$ cat src/rtl/fpc_pkg.sv
package fpc_pkg;

  typedef enum logic [2:0] {
    BASE_NEVER = 3'd0,
    BASE_EQ    = 3'd1,
    BASE_GT    = 3'd2,
    BASE_GE    = 3'd3,
    BASE_LT    = 3'd4,
    BASE_LE    = 3'd5,
    BASE_GL    = 3'd6,
    BASE_ORD   = 3'd7
  } base_e;

  typedef struct packed {
    logic  illegal;
    logic  signal_nan;
    logic  invert;
    base_e base;
  } pred_fields_t;

  typedef struct packed {
    logic neg;
    logic zero;
    logic nan;
  } cc_t;

endpackage

$ cat src/rtl/fpc_pred_split.sv
module fpc_pred_split
  import fpc_pkg::*;
#(
  parameter int PRED_W = 6
) (
  input  logic [PRED_W-1:0] pred_i,
  output pred_fields_t      fields_o
);
  localparam int LEGAL_W = 5;
  localparam int INV_BIT = 3;
  localparam int SIG_BIT = 4;

  logic [2:0] low3;

  always_comb begin
    low3                = pred_i[2:0] ^ {3{pred_i[INV_BIT]}};
    fields_o.illegal    = |pred_i[PRED_W-1:LEGAL_W];
    fields_o.signal_nan = pred_i[SIG_BIT];
    fields_o.invert     = pred_i[INV_BIT];
    fields_o.base       = base_e'(low3);
  end
endmodule

$ cat src/rtl/fpc_base_eval.sv
module fpc_base_eval
  import fpc_pkg::*;
(
  input  base_e base_i,
  input  cc_t   cc_i,
  output logic  hit_o
);
  always_comb begin
    unique case (base_i)
      BASE_NEVER: hit_o = 1'b0;
      BASE_EQ:    hit_o = cc_i.zero;
      BASE_GT:    hit_o = ~(cc_i.nan | cc_i.zero | cc_i.neg);
      BASE_GE:    hit_o = cc_i.zero | ~(cc_i.nan | cc_i.neg);
      BASE_LT:    hit_o = cc_i.neg & ~cc_i.nan & ~cc_i.zero;
      BASE_LE:    hit_o = cc_i.zero | (cc_i.neg & ~cc_i.nan);
      BASE_GL:    hit_o = ~(cc_i.nan | cc_i.zero);
      BASE_ORD:   hit_o = ~cc_i.nan;
      default:    hit_o = 1'b0;
    endcase
  end
endmodule

$ cat src/rtl/fpc_status_upd.sv
module fpc_status_upd #(
  parameter int STATUS_W = 32,
  parameter int EXC_LSB  = 8,
  parameter int EXC_W    = 8
) (
  input  logic [STATUS_W-1:0] status_i,
  input  logic                set_flag_i,
  output logic [STATUS_W-1:0] status_o
);
  localparam int FLAG_BIT = EXC_LSB + EXC_W - 1;
  localparam logic [STATUS_W-1:0] EXC_MASK =
    {{(STATUS_W-EXC_W){1'b0}}, {EXC_W{1'b1}}} << EXC_LSB;
  localparam logic [STATUS_W-1:0] FLAG_MASK =
    {{(STATUS_W-1){1'b0}}, 1'b1} << FLAG_BIT;

  always_comb begin
    status_o = (status_i & ~EXC_MASK) | (set_flag_i ? FLAG_MASK : '0);
  end
endmodule

$ cat src/rtl/fpc_pred_eval.sv
module fpc_pred_eval
  import fpc_pkg::*;
#(
  parameter int PRED_W   = 6,
  parameter int STATUS_W = 32,
  parameter int CC_LSB   = 24,
  parameter int EXC_LSB  = 8,
  parameter int EXC_W    = 8
) (
  input  logic                clk,
  input  logic                rst_n,
  input  logic                eval_i,
  input  logic [PRED_W-1:0]   pred_i,
  input  logic [STATUS_W-1:0] status_i,
  output logic                valid_o,
  output logic                cond_o,
  output logic                illegal_o,
  output logic [STATUS_W-1:0] status_o
);
  localparam int NAN_BIT  = CC_LSB;
  localparam int ZERO_BIT = CC_LSB + 2;
  localparam int NEG_BIT  = CC_LSB + 3;
  localparam int FLAG_BIT = EXC_LSB + EXC_W - 1;

  pred_fields_t        fields;
  cc_t                 cc;
  logic                base_hit;
  logic [STATUS_W-1:0] status_upd;

  logic                valid_q, cond_q, illegal_q;
  logic [STATUS_W-1:0] status_q;
  logic                valid_d, cond_d, illegal_d;
  logic [STATUS_W-1:0] status_d;
  logic                cond_nx;
  logic [STATUS_W-1:0] status_nx;

  assign cc.neg  = status_i[NEG_BIT];
  assign cc.zero = status_i[ZERO_BIT];
  assign cc.nan  = status_i[NAN_BIT];

  fpc_pred_split #(.PRED_W(PRED_W)) u_split (
    .pred_i   (pred_i),
    .fields_o (fields)
  );

  fpc_base_eval u_base (
    .base_i (fields.base),
    .cc_i   (cc),
    .hit_o  (base_hit)
  );

  fpc_status_upd #(
    .STATUS_W (STATUS_W),
    .EXC_LSB  (EXC_LSB),
    .EXC_W    (EXC_W)
  ) u_stat (
    .status_i   (status_i),
    .set_flag_i (fields.signal_nan & cc.nan),
    .status_o   (status_upd)
  );

  // Next-state logic; eval_i is the clock enable of the result registers.
  always_comb begin
    cond_nx   = fields.illegal ? 1'b0 : (base_hit ^ fields.invert);
    status_nx = fields.illegal ? status_i : status_upd;
    valid_d   = eval_i;
    cond_d    = eval_i ? cond_nx        : cond_q;
    illegal_d = eval_i ? fields.illegal : illegal_q;
    status_d  = eval_i ? status_nx      : status_q;
  end

  always_ff @(posedge clk or negedge rst_n) begin
    if (!rst_n) begin
      valid_q   <= 1'b0;
      cond_q    <= 1'b0;
      illegal_q <= 1'b0;
      status_q  <= '0;
    end else begin
      valid_q   <= valid_d;
      cond_q    <= cond_d;
      illegal_q <= illegal_d;
      status_q  <= status_d;
    end
  end

  assign valid_o   = valid_q;
  assign cond_o    = cond_q;
  assign illegal_o = illegal_q;
  assign status_o  = status_q;


  strobe_to_valid_chk: assert property (@(posedge clk) disable iff (!rst_n)
    eval_i |=> valid_o);

  no_spurious_valid_chk: assert property (@(posedge clk) disable iff (!rst_n)
    !eval_i |=> !valid_o);

  hold_between_chk: assert property (@(posedge clk) disable iff (!rst_n)
    !valid_o |-> ($stable(cond_o) && $stable(illegal_o) && $stable(status_o)));

  illegal_never_true_chk: assert property (@(posedge clk) disable iff (!rst_n)
    illegal_o |-> !cond_o);

  exc_low_clear_chk: assert property (@(posedge clk) disable iff (!rst_n)
    (valid_o && !illegal_o) |-> (status_o[FLAG_BIT-1:EXC_LSB] == '0));

  flag_needs_nan_chk: assert property (@(posedge clk) disable iff (!rst_n)
    (valid_o && !illegal_o && status_o[FLAG_BIT]) |-> status_o[NAN_BIT]);
endmodule

$ cat config.mk
export PLATFORM = sky130hd
export DESIGN_NAME = fpc_pred_eval
export DESIGN_NICKNAME = d
export VERILOG_FILES = /design/src/rtl/fpc_pkg.sv /design/src/rtl/fpc_pred_split.sv /design/src/rtl/fpc_base_eval.sv /design/src/rtl/fpc_status_upd.sv /design/src/rtl/fpc_pred_eval.sv
export SDC_FILE = /design/constraint.sdc
export NUM_CORES = 1
export LEC_CHECK = 0
export BUFFER_PORTS_ARGS = -buffer_cell sky130_fd_sc_hd__buf_2
export CAP_MARGIN = 20
export CORE_ASPECT_RATIO = 0.7
export CORE_MARGIN = 4
export CORE_UTILIZATION = 39
export CTS_BUF_LIST = sky130_fd_sc_hd__clkbuf_16
export DETAILED_ROUTE_END_ITERATION = 10
export PLACE_DENSITY_LB_ADDON = 0.3
export SKIP_CTS_REPAIR_TIMING = 1
export SLEW_MARGIN = 25
export SYNTH_ARGS = -nofsm -noshare
export SYNTH_HDL_FRONTEND = slang
export SYNTH_SLANG_ARGS = --single-unit
$ cat constraint.sdc
create_clock -name clk -period 0.8 [get_ports clk]
set_input_delay 0.16 -clock clk [delete_from_list [all_inputs] [get_ports clk]]
set_output_delay 0.16 -clock clk [all_outputs]
set_load 0.1 [all_outputs]
==> results of run 1 <==
[registers in the layout, indices dropped and copies added (netlist names)]
signal / flops
cond_o: 1
valid_o: 1
illegal_o: 1
status_o: 32
[stage by stage]
step / hold WS (ns) / util, % / total power [W] / worst slack [ns]
4_1_cts: -0.150 / 81.5 / 0.00648 / -0.310
3_3_place_gp: 0.129 / 77.3 / 0.00468 / -0.324
2_1_floorplan: -0.136 / - / 0.00367 / -0.221
6_report: 0.118 / 85.8 / 0.00654 / -0.307
5_1_grt: 0.111 / 85.8 / 0.00678 / -0.322
3_5_place_dp: 0.138 / 77.3 / 0.00473 / -0.393
[final cells by class]
type | count | area share (%)
Multi-Input combinational cell | 54 | 17.6
Tap cell | 47 | 2.11
Sequential cell | 35 | 36.1
Clock buffer | 5 | 4.48
Clock inverter | 3 | 0.403
Inverter | 8 | 1.17
Timing Repair Buffer | 88 | 38.2
[report_power, final]
group / switching, W / leakage, nW / internal (W) / total, W
Combinational: 0.00157 / 0.761 / 0.000972 / 0.00254
Clock: 0.000633 / 0.0701 / 0.00112 / 0.00175
Sequential: 0.000193 / 0.383 / 0.00205 / 0.00225
Total: 0.00240 / 1.21 / 0.00414 / 0.00654
[cell usage after synthesis (all sizes together)]
cell type / count
clkbuf: 3
nand2b: 2
o22ai: 1
nand3: 8
o21ai: 7
a31oi: 2
or4b: 1
buf: 3
nor2: 3
dfrtp: 35
nor2b: 1
mux2: 25
a21oi: 1
inv: 8
nand3b: 1
nand2: 1
a211o: 1
[per-layer routing]
metal  wire [µm]  vias to the layer above  part of all wire [%]  global-route usage [%]
met3         390                        8                   9.5                    8.07
met4          68                        0                   1.7                    5.15
li1            -                      530                     -                       -
met1        1560                      579                    38                    18.8
met2        2060                       59                    50                    30.2
met5           0                        -                     0                       0
[kinds of logic after synthesis]
logic type,after synthesis,share of synthesized area [%]
compound gates,12,4.92
mux,25,20.5
flops,35,63.8
simple gates,17,6.65
buf+inv,14,4.10
[worst max path at each step]
stage | endpoint | from | slack [ns] | cells past startpoint
CTS | status_o[12] | status_o[12] | -0.31 | 1
global route | status_o[11] | status_o[11] | -0.32 | 1
detailed placement | cond_o | status_i[26] | -0.39 | 5
global placement | cond_o | status_i[26] | -0.32 | 5
finish | status_o[12] | status_o[12] | -0.31 | 1
floorplan | status_o[0] | status_o[0] | -0.22 | 1
==> results, run 1 <==
- The source-to-sink clock delay at the later pin of the worst-skew pair is 0.27 ns.
- The number of primary I/O pins is 76.
- Including well taps, the total number of placed cells is 225.
- For this run the aggregate overflow at the end of global routing stands at 0.
- Dividing total power by cell area gives a power density of 2340 mW/mm².
- In this run the horizontal extent of the chip is 78.9 µm.
- The combined area of the multi-input logic cells is 490 µm².
- Setup violations remaining at the end of the flow were counted as 67.
- The synthesized netlist occupies a cell area of 0.00137 mm².
- In this run, distinct cell masters in the synthesized netlist total 17.
- The reported leakage power is 1.21 nW.
- The minimum setup slack in the final design is -0.307 ns.
- Of the synthesized area, sequential elements account for 63.8%.
- When the netlist entered floorplanning its net count stood at 144.
- The count of unresolved DRC violations after routing is 0.
- In this design, the largest share of critical-path delay is due to flip-flops.
- The number of inserted filler cells in the final layout is 157.
- The number of buffers and inverters on the critical path is 1.
- The number of I/O port buffers is 75.
- The final max-slew violation count was 0.
- The CTS tree is built.
- The post-synthesis cell type with the largest combined area is dfrtp_1.
- The transition at the pin with the smallest max-transition slack is 0.194 ns.
- The mean instance size in the synthesized netlist is 13.3 µm².
- The count of maximum capacitance violations is 0.
- The vias after detailed routing is 1176.
- The launch point of the worst reg-to-reg path is status_o[6].
- The area growth from synthesis to layout is 103%.
- The placed instances occupy a cell area of 0.00251 mm².
- The wire-length estimate of the detail-placed layout is 2950 µm.
- The number of antenna violations at the first check in global routing is 0.
- The region available for standard cell placement spans 0.00325 mm².
- The via-per-instance ratio is 4.90.
- The count of placed standard cells in the final layout, fillers left out is 240.
- For this design, the sink count on the clock tree is 35.
- The worst-case IR drop observed on VDD is 1.82 mV.
- The final estimated routing congestion in global placement is 0.813.
- The worst hold path was traced through 2 stages.
- Leaving out fill and tap cells, the most frequent cell in the layout is buf_12.
- The share of Yosys cell area claimed by the top area cell type is 63.8%.
- The effective utilization at floorplan is 42.2%.
- The highest clock frequency the design can meet is 0.903 GHz.
- The worst setup path is captured at a primary output.
- The clock root buffer is clkbuf_16.
- The number of H-tree levels is 2.
- 0 antenna diodes ended up in the layout.
- The required arrival time at the worst endpoint is 0.64 ns.
- The flow ran to the end, but the final reports show violations.
- The accumulated negative setup slack is -12.09 ns.
- The total wire length is 4090 µm.
- Dividing the detail-routed wire length by the instance count gives 17.0 µm.
- The highest net fanout along the worst path is 2.
- The instance count of the mapped netlist is 103.
- Measured along the y axis, the die boundary spans 57.6 µm.
- The standard cell with the maximum stage delay on the critical path is dfrtp_4.
- Across the whole layout, storage elements account for 0.00101 mm².
- The clock tree buffer depth is 2.
- The first routing iteration left 65 violations.
- In this run the tightest slew margin relative to its limit is 87.0%.
- The peak per-stage delay on the critical path is 0.50 ns.
- The total number of nets in the final design is 233.
- The number of warnings reported in the yosys synthesis log is 0.
- The library cells used most frequently in the layout, excluding fill and tap cells, are 37 x buf_12, 36 x buf_2, 35 x dfrtp_4, 22 x mux2_2.
- Traced cell by cell, the critical path runs through buf_12.
- The worst hold endpoint is status_o[1].
- The largest net degree at the start of global routing is 36.
- After clock tree synthesis, the clock-pin slew on the worst setup and hold paths is 0.05 ns.
- The placement row count is 17.
- The routed design could run at a clock period as short as 1.11 ns.
- The die covers 0.00455 mm².
- Buffers inserted during clock tree synthesis total 5.
- The class of the tightest hold or removal check is in2reg.
- The final setup skew is 0 ns.
- Sorting the synthesized cells by area gives the leading types as dfrtp_1 64%, mux2_2 21%, nand3_1 2.9%.
- For flop-to-flop paths, the worst setup slack is -0.08 ns.
- The synthesized design contains 35 register bits.
- The detail route stage leaves a number of antenna-violating nets equal to 0.
- The count of endpoints failing hold in the final timing report is 0.
- The number of global-route vias before repair came to 1245.
- The design area is 0.00279 mm².
- The endpoint identified for the worst register-to-register timing path is status_o[6].
- The category of the worst setup path launch point is a flip-flop.
- For the worst setup path, the data arrival time is 0.95 ns.
- Global routing used 17.2% of the available tracks.
- The global-route wire length before repair is 6010 µm.
- Setup repair after global routing could not meet its margin everywhere.
- The length of the first detailed-routing pass in iterations is 4.
- The critical path class is reg2out.
- The number of cells on the worst reg-to-reg path is 1.
- The post-route netlist has 85.5% of its cells at a drive strength greater than 1.
- The ratio of final minimum period to clock period is 138%.
- The final reports fail on negative setup slack.
- The launch instance of the worst min-delay path is status_i[1].
No activity file was read; power rests on OpenSTA's default activity.
==> run 2: changes to the inputs <==
- CORE_UTILIZATION: 39 -> 44
- SETUP_SLACK_MARGIN: not set -> 0.05
- SLEW_MARGIN: 25 -> 10
- SYNTH_HIERARCHICAL: not set -> 1
==> results, run 2 <==
- The internal portion of the total power is 0.00431 W.
- The count of endpoints failing hold in the final timing report was 0.
- The compound-cell area share of the yosys netlist is 8.77%.
- The highest net fanout along the worst path is 2.
- The required arrival time at the worst endpoint is 0.64 ns.
- The number of global-route vias before repair is 1309.
- The clock network power share is 25.1%.
- The final max-slew violation count is 0.
- In the synthesized netlist, the number of instances is 192.
- The library cell used most frequently in the layout, excluding fill and tap cells, is buf_12.
- In this run the number of H-tree levels came out at 2.
- Wires add up to 3970 µm.
- The mean routed wirelength per cell is 13.2 µm.
- The power share of the sequential group is 32.9%.
- The multiplexer fraction of the synthesized cell area is 18.1%.
- The worst setup path is of the reg2out kind.
- The power density over the cells is 2220 mW/mm².
- STA classifies the critical path endpoint as a primary output.
- For this configuration, the core starts out at a cell density of 47.8%.
- The number of antenna-violating nets in the routed design is 0.
- In this run, the combinational gates consume 42.0% of the power.
- Setup violations remaining at the end of the flow were counted as 41.
- The multi-input combinational cells in the finished layout cover a total of 833 µm².
- In the post-synthesis netlist, the biggest area contributors are dfrtp_1 45%, mux2i_1 17%, buf_4 14%.
- The final layout contains 290 nets.
- The detailed router placed 1403 vias in this run.
- Dividing the final minimum period by the clock period gives 138%.
- The placeable core region is 0.00409 mm².
- The vertical extent of the die is 63.8 µm.
- The prevailing post-synth register cell is dfrtp_1.
- The CTS tree is built.
- In this run the core area contains 19 standard-cell rows.
- The register with the most flip-flops in the layout has 32 of them.
- The final estimated routing congestion in global placement is 0.690.
- The run finished, with violations left.
- After layout, the worst setup slack is -0.304 ns.
- Of the total synthesized cell area, the portion taken by AND, OR, NAND and NOR gates is 7.17%.
- The maximum ir drop on the vdd rail is 1.63 mV.
- The post-synthesis cell type with the largest combined area is dfrtp_1.
- The tool flagged a number of max-cap violations equal to 0.
- The count of placed standard cells in the final layout, fillers left out is 302.
- Summing all flip-flop and latch instances after layout gives 0.00101 mm².
- Clock tree synthesis selected as its root buffer the cell clkbuf_16.
- The number of antenna diodes in the final layout is 0.
- The cell family with the largest share of critical-path delay is flip-flops.
- Yosys printed 6 warnings.
- Once layout is complete, the utilization of the core stands at 77.1%.
- Net switching is 38.6% of the power.
- The clock tree buffer depth is 2.
- Pin placement for this block handled 76 I/O pins.
- After the first detailed-routing iteration, the DRC count stood at 52.
- Of the total synthesized cell area, the portion taken by XOR and XNOR cells is 1.79%.
- The clock reaches the later pin of the worst-skew pair after 0.27 ns.
- The peak per-stage delay on the critical path is 0.50 ns.
- The HPWL after detailed placement is 3040 µm.
- The area enclosed by the die boundary is 0.00559 mm².
- Walking the worst path, the cells encountered are buf_12.
- The fraction of synthesis flops using an asynchronous set or reset pin is 100%.
- The area growth from synthesis to layout is 61.4%.
- The number of inserted filler cells in the final layout is 251.
- The post-place setup slack is -0.482 ns.
- Clock-pin slew was measured on the worst setup and hold paths at 0.05 ns.
- The sink count of the clock tree is 35.
- The final setup skew is 0 ns.
- The number of buffers and inverters on the critical path is 1.
- The library cells used most frequently in the layout, excluding fill and tap cells, are 40 x buf_12, 37 x buf_2, 35 x dfrtp_4, 33 x mux2i_1, 30 x a21oi_1.
- The post-route netlist has 63.6% of its cells at a drive strength greater than 1.
- After detailed placement, the total cell area comes to 0.00284 mm².
- After detailed routing, the number of remaining DRC violations is 0.
- Buffers placed on the I/O ports in this run total 75.
- A synthesized cell averages 10.2 µm².
- The category of the worst setup path launch point is a flip-flop.
- The first global-routing pass estimated 6400 µm of wire.
- The tightest min-delay check is of the in2reg type.
- The total congestion overflow is 0.
- The number of distinct standard cells referenced by the synthesized netlist is 19.
- The register bit total from synthesis is 35.
- By area, the combinational part of the netlist is dominated by buffers and inverters.
- Yosys mapped a number of flops with a built-in enable equal to 0.
- The number of antenna violations at the first check in global routing is 0.
- The largest net degree at the start of global routing is 36.
- Sequential elements use 44.8% of the synthesized area.
- The analysis attributes to net switching a power of 0.00271 W.
- The mapped netlist covers 0.00195 mm².
- For this design, the slowest cell found on the critical path is dfrtp_4.
- Data arrives at the worst endpoint at 0.94 ns.
- Setup repair after global routing could not meet its margin everywhere.
- In the post-synthesis netlist, the cell with the most instances is buf_4.
- The overall global routing resource usage is 14.7%.
- From left edge to right edge, the die measures 87.7 µm.
- The design area is 0.00315 mm².
- The time the final worst path needs with I/O delays and setup is 1.10 ns.
- The pre-antenna-repair detailed-routing pass consisted of 4 iterations.
- The share of Yosys cell area claimed by the top area cell type is 44.8%.
- The checks that failed: negative setup slack.
- The synthesized-area fraction occupied by adder cells is 0%.
- TritonCTS created 5 clock buffers.
- The completed layout was analyzed and its total power is 0.00702 W.
- The reported leakage power is 1.41 nW.
- Derived from the worst setup path, the maximum achievable clock frequency is 0.906 GHz.
- The number of placed instances, taps included, is 289.
- Dividing the detail-routed via count by the number of cells gives 4.65.
- By count the netlist is led by 37 x buf_4, 35 x dfrtp_1, 33 x a21oi_1, 33 x mux2i_1, 32 x nor2_1.
run 2: cell count changes after synthesis, sizes merged, moves of 3 or more:
cell / previous run / this run
buf: 3 / 44
mux2i: 0 / 33
a21oi: 1 / 33
nor2: 3 / 32
mux2: 25 / 2
nand3: 8 / 0
inv: 8 / 1
o21ai: 7 / 0
xor2: 0 / 3
run 2: power groups by stage:
stage          Combinational, W  Clock [W]  Sequential (W)
2_1_floorplan          0.000525          0         0.00360
3_3_place_gp            0.00282          0         0.00232
3_5_place_dp            0.00285          0         0.00232
4_1_cts                 0.00286    0.00179         0.00229
5_1_grt                 0.00306    0.00190         0.00234
6_report                0.00295    0.00176         0.00231
run 2: cells by family (layout without fill, tap and decap cells):
| group | Yosys count | in the layout |
|---|---|---|
| multiplexers | 35 | 35 |
| AND/OR/NAND/NOR | 36 | 36 |
| other | 1 | 7 |
| AO/OA/AOI/OAI | 34 | 34 |
| XOR/XNOR | 4 | 4 |
| flip-flops | 35 | 35 |
| buffers and inverters | 47 | 99 |
run 2: worst paths after layout:
check	to	depth (start not counted)	slack [ns]	startpoint
worst min register to register	illegal_o	1	0.59	illegal_o
min in group asynchronous	status_o[26]	3	0.39	rst_n
worst max-delay path	status_o[31]	1	-0.30	status_o[31]
worst min-delay path	status_o[8]	3	0.19	status_i[8]
worst max register to register	status_o[28]	3	-0.08	status_o[28]
max in group asynchronous	status_o[11]	3	0.20	rst_n
run 2: per-stage QoR:
stage	setup TNS (ns)	hold slack, ns
2_1_floorplan	-3.34	-0.136
3_3_place_gp	-2.52	0.133
3_5_place_dp	-3.38	0.136
4_1_cts	-10.58	-0.151
5_1_grt	-11.46	0.221
6_report	-10.59	0.190
run 2: routing by layer:
metal	part of all wire, %	routed length (µm)	GRT usage (%)	up-vias
met4	0.93	37	3.45	0
li1	-	-	-	717
met2	49	1960	22.7	39
met3	6.6	264	4.49	4
met5	0	0	0	-
met1	43	1710	20.3	643
run 2: final cells by class:
| type | count | share of cell area [%] |
|---|---|---|
| Clock buffer | 5 | 3.97 |
| Sequential cell | 35 | 31.9 |
| Multi-Input combinational cell | 116 | 26.4 |
| Timing Repair Buffer | 90 | 35.1 |
| Tap cell | 52 | 2.06 |
| Clock inverter | 3 | 0.357 |
| Inverter | 1 | 0.119 |
